<file path="src/rtl/pll_ctrl_pkg.sv">
package pll_ctrl_pkg;

    localparam int HALF_W   = 16;
    localparam int FB_W     = 12;
    localparam int REF_W    = 6;
    localparam int ODIV_W   = 3;
    localparam int FRAC_W   = 24;
    localparam int DATA_W   = 32;

    localparam int ODA_LSB  = 8;
    localparam int ODB_LSB  = 12;
    localparam int PD_BIT   = 0;
    localparam int DSM_BIT  = 3;
    localparam int RST_BIT  = 5;
    localparam int LOCK_BIT = 31;

    localparam int NUM_MASKED = 3;

    localparam logic [1:0] W_FB   = 2'd0;
    localparam logic [1:0] W_DIV  = 2'd1;
    localparam logic [1:0] W_FRAC = 2'd2;
    localparam logic [1:0] W_CTL  = 2'd3;

    typedef struct packed {
        logic [FB_W-1:0]   fb;
        logic [REF_W-1:0]  refd;
        logic [ODIV_W-1:0] oda;
        logic [ODIV_W-1:0] odb;
        logic [FRAC_W-1:0] frac;
        logic              pd;
        logic              dsm_off;
        logic              lrst;
        logic [DATA_W-1:0] rd;
    } ctrl_t;

    function automatic logic [HALF_W-1:0] img_fb(input ctrl_t s);
        logic [HALF_W-1:0] v;
        v = '0;
        v[FB_W-1:0] = s.fb;
        return v;
    endfunction

    function automatic logic [HALF_W-1:0] img_div(input ctrl_t s);
        logic [HALF_W-1:0] v;
        v = '0;
        v[REF_W-1:0] = s.refd;
        v[ODA_LSB +: ODIV_W] = s.oda;
        v[ODB_LSB +: ODIV_W] = s.odb;
        return v;
    endfunction

    function automatic logic [HALF_W-1:0] img_ctl(input ctrl_t s);
        logic [HALF_W-1:0] v;
        v = '0;
        v[PD_BIT]  = s.pd;
        v[DSM_BIT] = s.dsm_off;
        v[RST_BIT] = s.lrst;
        return v;
    endfunction

endpackage

</file>
<file path="src/rtl/pll_hw_merge.sv">
module pll_hw_merge #(
    parameter int HALF = 16
) (
    input  logic [HALF-1:0]   cur_i,
    input  logic [2*HALF-1:0] wr_i,
    output logic [HALF-1:0]   nxt_o
);
    logic [HALF-1:0] en;
    assign en    = wr_i[2*HALF-1:HALF];
    assign nxt_o = (cur_i & ~en) | (wr_i[HALF-1:0] & en);
endmodule

</file>
<file path="src/rtl/pll_rd_mux.sv">
module pll_rd_mux
    import pll_ctrl_pkg::*;
(
    input  logic [1:0]        word_i,
    input  logic [HALF_W-1:0] fb_img_i,
    input  logic [HALF_W-1:0] div_img_i,
    input  logic [HALF_W-1:0] ctl_img_i,
    input  logic [FRAC_W-1:0] frac_i,
    input  logic              lock_i,
    output logic [DATA_W-1:0] data_o
);
    always_comb begin
        data_o = '0;
        case (word_i)
            W_FB:    data_o[HALF_W-1:0] = fb_img_i;
            W_DIV:   data_o[HALF_W-1:0] = div_img_i;
            W_FRAC: begin
                data_o[FRAC_W-1:0] = frac_i;
                data_o[LOCK_BIT]   = lock_i;
            end
            default: data_o[HALF_W-1:0] = ctl_img_i;
        endcase
    end
endmodule

</file>
<file path="src/rtl/pll_ctrl_regs.sv">
module pll_ctrl_regs
    import pll_ctrl_pkg::*;
#(
    parameter logic [FB_W-1:0]   FB_RST  = 12'd50,
    parameter logic [REF_W-1:0]  REF_RST = 6'd1,
    parameter logic [ODIV_W-1:0] ODA_RST = 3'd1,
    parameter logic [ODIV_W-1:0] ODB_RST = 3'd1,
    parameter logic              DSM_RST = 1'b1
) (
    input  logic              clk,
    input  logic              rst_n,
    input  logic              req_valid,
    input  logic              req_write,
    input  logic [3:0]        req_addr,
    input  logic [DATA_W-1:0] req_wdata,
    output logic [DATA_W-1:0] rd_data,
    input  logic              lock_in,
    output logic [FB_W-1:0]   fb_div,
    output logic [REF_W-1:0]  ref_div,
    output logic [ODIV_W-1:0] out_div_a,
    output logic [ODIV_W-1:0] out_div_b,
    output logic [FRAC_W-1:0] frac_val,
    output logic              frac_off,
    output logic              pwr_down,
    output logic              loop_rst,
    output logic              pll_enabled
);
    localparam logic [1:0] MASKED_WORD [NUM_MASKED] = '{W_FB, W_DIV, W_CTL};

    ctrl_t state_q, state_d;

    logic [1:0]        word;
    logic              unused_addr_bits;
    logic [HALF_W-1:0] img_q   [NUM_MASKED];
    logic [HALF_W-1:0] img_new [NUM_MASKED];
    logic [DATA_W-1:0] rd_sel;

    assign word             = req_addr[3:2];
    assign unused_addr_bits = ^req_addr[1:0];

    assign img_q[0] = img_fb(state_q);
    assign img_q[1] = img_div(state_q);
    assign img_q[2] = img_ctl(state_q);

    for (genvar g = 0; g < NUM_MASKED; g++) begin : g_merge
        pll_hw_merge #(.HALF(HALF_W)) u_merge (
            .cur_i (img_q[g]),
            .wr_i  (req_wdata),
            .nxt_o (img_new[g])
        );
    end

    pll_rd_mux u_rd_mux (
        .word_i    (word),
        .fb_img_i  (img_q[0]),
        .div_img_i (img_q[1]),
        .ctl_img_i (img_q[2]),
        .frac_i    (state_q.frac),
        .lock_i    (lock_in),
        .data_o    (rd_sel)
    );

    always_comb begin
        state_d = state_q;
        if (req_valid && req_write) begin
            if (word == MASKED_WORD[0]) begin
                state_d.fb = img_new[0][FB_W-1:0];
            end
            if (word == MASKED_WORD[1]) begin
                state_d.refd = img_new[1][REF_W-1:0];
                state_d.oda  = img_new[1][ODA_LSB +: ODIV_W];
                state_d.odb  = img_new[1][ODB_LSB +: ODIV_W];
            end
            if (word == MASKED_WORD[2]) begin
                state_d.pd      = img_new[2][PD_BIT];
                state_d.dsm_off = img_new[2][DSM_BIT];
                state_d.lrst    = img_new[2][RST_BIT];
            end
            if (word == W_FRAC) begin
                state_d.frac = req_wdata[FRAC_W-1:0];
            end
        end
        if (req_valid && !req_write) begin
            state_d.rd = rd_sel;
        end
    end

    always_ff @(posedge clk or negedge rst_n) begin
        if (!rst_n) begin
            state_q.fb      <= FB_RST;
            state_q.refd    <= REF_RST;
            state_q.oda     <= ODA_RST;
            state_q.odb     <= ODB_RST;
            state_q.frac    <= '0;
            state_q.pd      <= 1'b0;
            state_q.dsm_off <= DSM_RST;
            state_q.lrst    <= 1'b0;
            state_q.rd      <= '0;
        end else begin
            state_q <= state_d;
        end
    end

    assign fb_div      = state_q.fb;
    assign ref_div     = state_q.refd;
    assign out_div_a   = state_q.oda;
    assign out_div_b   = state_q.odb;
    assign frac_val    = state_q.frac;
    assign frac_off    = state_q.dsm_off;
    assign pwr_down    = state_q.pd;
    assign loop_rst    = state_q.lrst;
    assign pll_enabled = ~state_q.pd;
    assign rd_data     = state_q.rd;
endmodule

</file>
<file path="config.mk">
export PLATFORM = sky130hd
export DESIGN_NAME = pll_ctrl_regs
export DESIGN_NICKNAME = d
export VERILOG_FILES = /design/src/rtl/pll_ctrl_pkg.sv /design/src/rtl/pll_hw_merge.sv /design/src/rtl/pll_rd_mux.sv /design/src/rtl/pll_ctrl_regs.sv
export SDC_FILE = /design/constraint.sdc
export NUM_CORES = 1
export LEC_CHECK = 0
export ABC_AREA = 1
export BUFFER_PORTS_ARGS = -buffer_cell sky130_fd_sc_hd__buf_2
export CAP_MARGIN = 10
export CORE_MARGIN = 1.5
export CORE_UTILIZATION = 58
export DETAILED_ROUTE_END_ITERATION = 8
export GPL_ROUTABILITY_DRIVEN = 0
export GPL_TIMING_DRIVEN = 0
export PLACE_DENSITY = 0.87
export SLEW_MARGIN = 15
export SYNTH_ARGS = -nofsm -noshare
export SYNTH_HDL_FRONTEND = slang
export SYNTH_HIERARCHICAL = 1
export SYNTH_SLANG_ARGS = --single-unit
</file>
<file path="constraint.sdc">
create_clock -name clk -period 1.3 [get_ports clk]
set_input_delay 0 -clock clk [delete_from_list [all_inputs] [get_ports clk]]
set_output_delay 0 -clock clk [all_outputs]
set_load 0.01 [all_outputs]
</file>
==> metrics.cfg, run 1 <==
[outcome]
status = finished, violations left
violations = DRC

[timing]
max_freq_mhz = 859
fin_ws_ps = 136
rsz0062_at_grt = no
fin_crit_sh_pct = 89.5
hold_viol = 0
fin_crit_ps = 1160
setup_violations = 0
hold_ws_ps = 8.59
worst_clock_skew_ps = 10.9
slew_violations = 0

[place]
dp_hpwl_mm = 9.14
post-place-cells = 846
place_ws_ps = 226
portBuffers = 120

[floorplanning]
fp.dieArea_um2 = 8120
die_w_um = 90.1
ioPinCount = 125
rows = 31
core-area_um2 = 7290
initial_core_util_pct = 60.4
die_h_um = 90.1

[worst_setup_path]
r2r_end = rd_data[0]
reg2regPathDepth = 4
r2r-start = ref_div[0]
cp.required_ps = 1550
critPathMaxFanout = 7
critPathLaunchType = input pin
path_class = in2reg
crit_path_end_kind = flop
r2r_slack_ps = 250
cp.arrival_ps = 1410

[power_and_ir_drop]
ir_drop_mv = 0.690
powerDensity_nw_per_um2 = 1300
switchingPower_mw = 2.54
p_sw_share_pct = 33.8
pwr-share-comb_pct = 25.7
p_seq_share_pct = 46.2
clkPwrFrac_pct = 28.1
p_leak_nw = 3.40
power_mw = 7.53
power.internal_mw = 4.98

[detailed_routing]
postRouteAntennaNets = 0
routed_wl_mm = 13.4
viasPerCell = 5.38
met2WireLength_mm = 6.43
first_pass_iters = 7
drc = 1
vias = 4797
avgRoutedWirePerCell_um = 15.0
wl_met3_mm = 1.16
drt_iter0_drc = 528
top_layer_used = met4
wl_met1_mm = 5.29

[worst_hold_path]
worstHoldStart = req_addr[3]
hold_path_depth = 4
worstHoldPathType = in2reg
hold_end = ref_div[4]

[clock_network]
cts_tree = done
cts.sinks = 83
cts_root_buffer = clkbuf_8
cts_setup_buffers = 0
clk_path_buf_depth = 2
insertion_delay_ps = 360
h-tree-depth = 3
clk_pin_slew_ps = 90
numCtsBuffers = 9

[final_layout]
area_delta_synth_final_pct = 31.1
fin_nets = 828
antenna_cells = 0
drive_gt1_share_pct = 24.0
layout.cells.non_filler = 891

[global_route]
antenna_found_initial = 0
grt_overflow = 0
grt_pass1_wl_mm = 22.0
grt_max_degree = 57
track_usage_pct = 34.1
grt_pass1_vias = 4569

[run]
maxCapViolations = 0

[yosys]
yosys_warnings = 6
avgSynthCellArea_um2 = 7.34
netlist_instances = 600
synthesis.area_um2 = 4400

[area by class of cell]
type	count	area, µm²
plain buffers	41	280
clock buffers	11	141
clock inverters	5	85.1
fillers	523	1520
inverters	43	164
multi-input cells	459	1970
flip-flops and latches	83	2090
well taps	99	124
repair buffers	150	921
[layer usage]
metal	vias to the layer above	track usage, %
met3	52	7.19
met5	-	0
met1	2213	43.6
met2	281	55.3
li1	2251	-
met4	0	16.3
[critical path, cell delays in order]
cell,delay (ps)
dlygate4sd3_1,530
buf_4,170
nand3_1,80
dlygate4sd3_1,560
nand2_1,70
[power by group through the flow]
stage	sequential [mW]	combinational (mW)	clock [mW]
floorplan	3.63	0.790	0
global placement	3.49	1.75	0
detailed placement	3.50	1.83	0
CTS	3.46	1.90	2.11
global route	3.52	2.13	2.25
finish	3.48	1.93	2.12
[placed cells by master, fill, tap and decap left out, types with 3 or more instances in the layout]
master / n
dlygate4sd3_1: 29
conb_1: 28
inv_2: 4
buf_4: 14
nand2_1: 267
dfstp_2: 7
dfrtp_1: 76
nand3_1: 127
inv_1: 38
nand4_1: 16
o21ai_0: 3
clkbuf_1: 5
nor2_1: 11
buf_2: 133
clkbuf_8: 10
buf_6: 8
[timing repair]
item                      in CTS  in global routing
hold buffers                  29                  0
resized for setup              0                  0
hold endpoints to repair     110                  0
[metrics by stage]
step | TNS [ps] | util [%] | cell area, µm²
final | 0 | 79.2 | 5770
after global routing | 0 | 79.2 | 5770
after CTS | 0 | 79.2 | 5770
after detailed placement | 0 | 72.1 | 5260
after global placement | -28210 | 71.7 | 5230
after floorplan | 0 | - | 4500
[flip-flops by register name, indices dropped and copies added (netlist names)]
| register | count |
|---|---|
| ref_div | 6 |
| loop_rst | 1 |
| fb_div | 12 |
| pwr_down | 1 |
| frac_off | 1 |
| frac_val | 24 |
| out_div_a | 3 |
| rd_data | 32 |
| out_div_b | 3 |
[worst max path at each step]
stage	from	endpoint	slack, ps	cells past startpoint
6_report	req_valid	rd_data[31]	140	5
5_1_grt	req_valid	fb_div[10]	90	8
4_1_cts	req_valid	frac_val[8]	180	8
3_5_place_dp	req_addr[2]	rd_data[10]	230	8
3_3_place_gp	rst_n	fb_div[8]	-380	1
2_1_floorplan	out_div_b[0]	rd_data[12]	390	4
Note: power is estimated with default switching activity, not from simulation.
==> run 2, diff against run 1 <==
CAP_MARGIN = default   (was 10)
CORE_UTILIZATION = 53   (was 58)
PLACE_DENSITY = 0.85   (was 0.87)
SYNTH_HIERARCHICAL = default   (was 1)
==> metrics.cfg, run 2 <==
[clock_network]
insertion_delay_ps = 340  ; was 360 ps
cts_root_buffer = clkbuf_8  ; unchanged
cts_setup_buffers = 0  ; unchanged
clk_path_buf_depth = 2  ; unchanged
cts.sinks = 76  ; was 83
h-tree-depth = 3  ; unchanged
numCtsBuffers = 9  ; unchanged
clk_pin_slew_ps = 70  ; was 90 ps
cts_tree = done  ; unchanged

[yosys]
avgSynthCellArea_um2 = 8.42  ; was 7.34 µm²
async_flop_share_pct = 100
synthesis.area_um2 = 3360  ; was 4400 µm²
synth_area_leader_cell = dfrtp_1
synthTopCellsByCount = nand2_1, dfrtp_1, nand3_1
yosysSeqAreaShare_pct = 56.9
synth_edf_count = 0
synth-seq-cells = 76
synth_flop_cell = dfrtp_1
yosysTopAreaCellShare_pct = 51.4
synth_cell_type_count = 18
yosys_warnings = 0  ; was 6
synth_area_leaders = dfrtp_1, nand2_1, nand3_1
netlist_instances = 399  ; was 600
synth_most_common_cell = nand2_1

[worst_setup_path]
critPathMaxFanout = 3  ; was 7
path_class = reg2out  ; was in2reg
crit_family = flip-flops  ; was buffers and inverters
worst-path-buf-inv = 1  ; was 3
cp.required_ps = 1300  ; was 1550 ps
cp_cell_sequence = buf_2  ; was dlygate4sd3_1 > buf_4 > nand3_1 > dlygate4sd3_1 > nand2_1
worst_path_max_delay_cell = dfstp_2  ; was dlygate4sd3_1
crit_path_end_kind = primary output  ; was flop
cp.arrival_ps = 1030  ; was 1410 ps
cp_slowest_stage_delay_ps = 560  ; about the same
critPathLaunchType = flop  ; was input pin

[detailed_routing]
vias = 3404  ; was 4797
drt_iter0_drc = 260  ; was 528
viasPerCell = 5.29  ; was 5.38
drc = 0  ; was 1
postRouteAntennaNets = 0  ; unchanged
first_pass_iters = 5  ; was 7
routed_wl_mm = 9.89  ; was 13.4 mm
avgRoutedWirePerCell_um = 15.4  ; was 15.0 µm

[timing]
worst_clock_skew_ps = 6.34  ; was 10.9 ps
fin_ws_ps = 268  ; was 136 ps
fin_crit_sh_pct = 79.4  ; was 89.5%
setup_violations = 0  ; unchanged
hold_ws_ps = 125  ; was 8.59 ps
slew_headroom_pct = 63.8
fin_setup_tns_ps = 0  ; unchanged
rsz0062_at_grt = no  ; unchanged
slew_violations = 0  ; unchanged
fin_crit_ps = 1030  ; was 1160 ps
hold_viol = 0  ; unchanged
worst-slew-pin-transition_ps = 543
max_freq_mhz = 969  ; was 859 MHz

[power_and_ir_drop]
p_leak_nw = 2.55  ; was 3.40 nW
power_mw = 6.32  ; was 7.53 mW
ir_drop_mv = 0.841  ; was 0.690 mV
powerDensity_nw_per_um2 = 1370  ; was 1300 nW/µm²

[floorplanning]
initial_core_util_pct = 55.7  ; was 60.4%
die_w_um = 82.6  ; was 90.1 µm
core-area_um2 = 6030  ; was 7290 µm²
die_h_um = 82.6  ; was 90.1 µm
fp.dieArea_um2 = 6820  ; was 8120 µm²
ioPinCount = 125  ; unchanged
rows = 28  ; was 31

[place]
dp_hpwl_mm = 6.70  ; was 9.14 mm
portBuffers = 114  ; was 120
post-place-cells = 595  ; was 846
place_ws_ps = 101  ; was 226 ps

[final_layout]
antenna_cells = 0  ; unchanged
layout.cells.non_filler = 644  ; was 891
layout_common_cells = nand2_1, buf_2, dfrtp_1, nand3_1, o21ai_1  ; was nand2_1, buf_2, nand3_1, dfrtp_1, inv_1
mostFrequentLayoutCell = nand2_1  ; unchanged
area_delta_synth_final_pct = 37.1  ; was 31.1%
drive_gt1_share_pct = 29.5  ; was 24.0%
fin_nets = 605  ; was 828

[worst_hold_path]
worstHoldPathType = in2reg  ; unchanged

[run]
maxCapViolations = 0  ; unchanged

[global_route]
antenna_found_initial = 0  ; unchanged
grt_overflow = 0  ; unchanged
grt_max_degree = 48  ; was 57
track_usage_pct = 31.5  ; was 34.1%
grt_pass1_wl_mm = 15.6  ; was 22.0 mm
grt_pass1_vias = 3251  ; was 4569

[outcome]
status = completed  ; was finished, violations left

-- run 2: stage by stage --
stage / utilization [%] / area (µm²)
2_1_floorplan: - / 3380
4_1_cts: 76.6 / 4620
3_5_place_dp: 67.6 / 4080
3_3_place_gp: 67.1 / 4050
5_1_grt: 76.4 / 4610
6_report: 76.4 / 4610
-- run 2: final timing paths --
check,start,to,slack [ps],cells after the start
setup / recovery,flop,out_div_a[0],270,1
hold / removal,req_addr[2],rd_data[6],120,4
setup reg to reg,flop,rd_data[8],390,4
hold reg to reg,rd_data[4],rd_data[4],470,2
max in group asynchronous,rst_n,async pin,540,3
min in group asynchronous,rst_n,async pin,140,2
-- run 2: repair_timing --
item,CTS,global route
endpoints found under the hold margin,121,1
gates resized for setup,0,5
endpoints found under the setup margin,0,4
hold buffers,36,1
-- run 2: where the power goes --
part	switching (mW)	internal, mW	leakage, nW
clock	0.814	0.852	0.0937
sequential	0.325	2.81	0.965
combinational	0.860	0.664	1.49
total	2.00	4.32	2.55
-- run 2: layout make-up --
| cell class | count | area (µm²) |
|---|---|---|
| Buffer | 23 | 161 |
| Clock buffer | 15 | 176 |
| Clock inverter | 1 | 5.00 |
| Fill cell | 441 | 1420 |
| Inverter | 32 | 123 |
| Multi-Input combinational cell | 274 | 1200 |
| Sequential cell | 76 | 1910 |
| Tap cell | 75 | 93.8 |
| Timing Repair Buffer | 148 | 931 |
-- run 2: logic make-up after synthesis --
group                  after synthesis  synth area share [%]
AOI/OAI and AO/OA                   52                  8.20
buffers and inverters               55                  8.27
DFF                                 76                  56.9
other                                1                 0.112
and+or+nand+nor                    215                  26.5
-- run 2: metal layers --
metal / global-route usage, % / wire [µm] / up-vias
met2: 52.0 / 4970 / 174
met5: 0 / 0 / -
met3: 4.51 / 709 / 26
met4: 17.5 / 320 / 0
met1: 40.0 / 3890 / 1615
li1: - / - / 1589
==> run 3, diff against run 2 <==
CORE_UTILIZATION = 49   (was 53)
PLACE_DENSITY = 0.8   (was 0.85)
clock period = 1 ns   (was 1.3 ns; I/O delays follow)
==> metrics.cfg, run 3 (synthesis gave the netlist of run 2 again) <==
[outcome]
violations = setup timing
status = finished, violations left  ; was completed

[power_and_ir_drop]
p_leak_nw = 2.62  ; was 2.55 nW
clkPwrFrac_pct = 29.3  ; was 26.3%
switchingPower_mw = 2.72  ; was 2.00 mW
p_seq_share_pct = 46.0  ; was 49.5%
pwr-share-comb_pct = 24.7  ; was 24.1%
p_sw_share_pct = 30.8  ; was 31.6%
powerDensity_nw_per_um2 = 1860  ; was 1370 nW/µm²
ir_drop_mv = 0.972  ; was 0.841 mV
power.internal_mw = 6.13  ; was 4.32 mW

[clock_network]
clk_pin_slew_ps = 80  ; was 70 ps
insertion_delay_ps = 350  ; was 340 ps
clk_path_buf_depth = 2  ; unchanged
h-tree-depth = 3  ; unchanged
cts.sinks = 76  ; unchanged
numCtsBuffers = 9  ; unchanged
cts_tree = done  ; unchanged
cts_root_buffer = clkbuf_8  ; unchanged

[detailed_routing]
postRouteAntennaNets = 0  ; unchanged
avgRoutedWirePerCell_um = 15.8  ; was 15.4 µm
routed_wl_mm = 10.3  ; was 9.89 mm
viasPerCell = 5.26  ; was 5.29
drc = 0  ; unchanged
wl_met1_mm = 4.12  ; was 3.89 mm
drt_iter0_drc = 270  ; was 260
vias = 3438  ; was 3404
first_pass_iters = 5  ; unchanged
wl_met3_um = 642  ; was 709 µm
top_layer_used = met4  ; unchanged
met2WireLength_mm = 5.29  ; was 4.97 mm

[final_layout]
fill_cells = 511  ; was 441
fin_nets = 611  ; was 605
area_delta_synth_final_pct = 41.8  ; was 37.1%
layout.cells.non_filler = 653  ; was 644
mostFrequentLayoutCell = nand2_1  ; unchanged
final_util_pct = 73.3  ; was 76.4%
layout_common_cells = nand2_1, buf_2, dfrtp_1, nand3_1, o21ai_1  ; unchanged
drive_gt1_share_pct = 31.3  ; was 29.5%
final_cell_area_um2 = 4760  ; was 4610 µm²

[place]
post-place-cells = 597  ; was 595
dpl_cell_area_um2 = 4080  ; about the same
portBuffers = 114  ; unchanged
dp_hpwl_mm = 6.70  ; about the same

[worst_setup_path]
crit_family = flip-flops  ; unchanged
cp.arrival_ps = 1020  ; was 1030 ps
crit_path_end_kind = primary output  ; unchanged
worst-path-buf-inv = 1  ; unchanged
critPathMaxFanout = 2  ; was 3
worst_path_max_delay_cell = dfstp_2  ; unchanged
cp.required_ps = 1000  ; was 1300 ps
path_class = reg2out  ; unchanged
cp_slowest_stage_delay_ps = 560  ; about the same
critPathLaunchType = flop  ; unchanged
cp_cell_sequence = buf_6  ; was buf_2

[floorplanning]
core-area_um2 = 6490  ; was 6030 µm²
initial_core_util_pct = 51.7  ; was 55.7%
die_h_um = 85.8  ; was 82.6 µm
rows = 29  ; was 28
die_w_um = 85.8  ; was 82.6 µm
fp.dieArea_um2 = 7360  ; was 6820 µm²
ioPinCount = 125  ; unchanged

[global_route]
grt_overflow = 0  ; unchanged
track_usage_pct = 29.0  ; was 31.5%
grt_pass1_vias = 3312  ; was 3251
grt_pass1_wl_mm = 16.1  ; was 15.6 mm
grt_max_degree = 62  ; was 48
antenna_found_initial = 0  ; unchanged

[run]
maxCapViolations = 0  ; unchanged

[timing]
rsz0062_at_grt = yes  ; was no
max_freq_mhz = 984
hold_ws_ps = 46.7  ; was 125 ps
setup_violations = 6  ; was 0
hold_viol = 0  ; unchanged
worst_clock_skew_ps = 9.32  ; was 6.34 ps
worst-slew-pin-transition_ps = 555  ; was 543 ps
slew_violations = 0  ; unchanged
slew_headroom_pct = 63.0  ; was 63.8%
fin_ws_ps = -16.2  ; was 268 ps
fin_crit_ps = 1020
fin_crit_sh_pct = 102

[worst_hold_path]
worstHoldPathType = in2async  ; was in2reg

==> run 3: changes by cell type in the layout (fill, tap and decap cells not counted), moves of 2 or more <==
cell	change
nor2_2	+2
nand3_1	-3
clkbuf_8	-2
bufinv_16	+2
nand3_2	+2
buf_4	+4
buf_6	+9
buf_2	-7
==> run 3: layer usage <==
metal	track usage, %	up-vias
met3	5.10	25
li1	-	1605
met1	37.1	1644
met4	13.9	0
met5	0	-
met2	48.0	164
==> run 3: power by group through the flow <==
stage          registers [mW]  logic [mW]  clock network (mW)
2_1_floorplan            4.31       0.699                   0
3_3_place_gp             4.08        1.79                   0
3_5_place_dp             4.11        1.87                   0
4_1_cts                  4.05        2.12                2.60
5_1_grt                  4.13        2.40                2.75
6_report                 4.07        2.19                2.59
==> run 3: metrics by stage <==
stage	TNS (ps)	setup slack [ps]	power, mW
2_1_floorplan	0	116	5.01
3_3_place_gp	-43420	-510	5.87
3_5_place_dp	-9310	-207	5.97
4_1_cts	-33.5	-13.6	8.78
5_1_grt	-321	-55.1	9.28
6_report	-47.7	-16.2	8.85
==> run 3: repair_timing <==
item,in CTS,in global routing
resized for setup,7,11
hold buffers,33,0
setup buffers,6,0
pin swaps,0,6
endpoints found under the setup margin,7,13
hold endpoints to repair,123,0
==> run 3: worst paths after layout <==
kind                                  start           to  slack, ps  depth (start not counted)
worst max-delay path                   flop    fb_div[4]        -20                          1
worst min-delay path                  rst_n    async pin         50                          2
worst max register to register         flop   rd_data[4]         10                          5
worst min register to register  rd_data[31]  rd_data[31]        470                          2
max in group asynchronous             rst_n    async pin        340                          3
min in group clk                req_addr[2]   rd_data[7]         80                          4
==> run 3: area by class of cell <==
type	instances	area (µm²)	share of cell area, %
timing repair buffer	154	1030	21.6
clock inverter	4	72.6	1.52
clock buffer	12	145	3.05
antenna	1	2.50	0.0525
inverter	32	120	2.52
buffer	23	158	3.31
sequential	76	1910	40.1
multi-input combinational	274	1230	25.8
tap	77	96.3	2.02
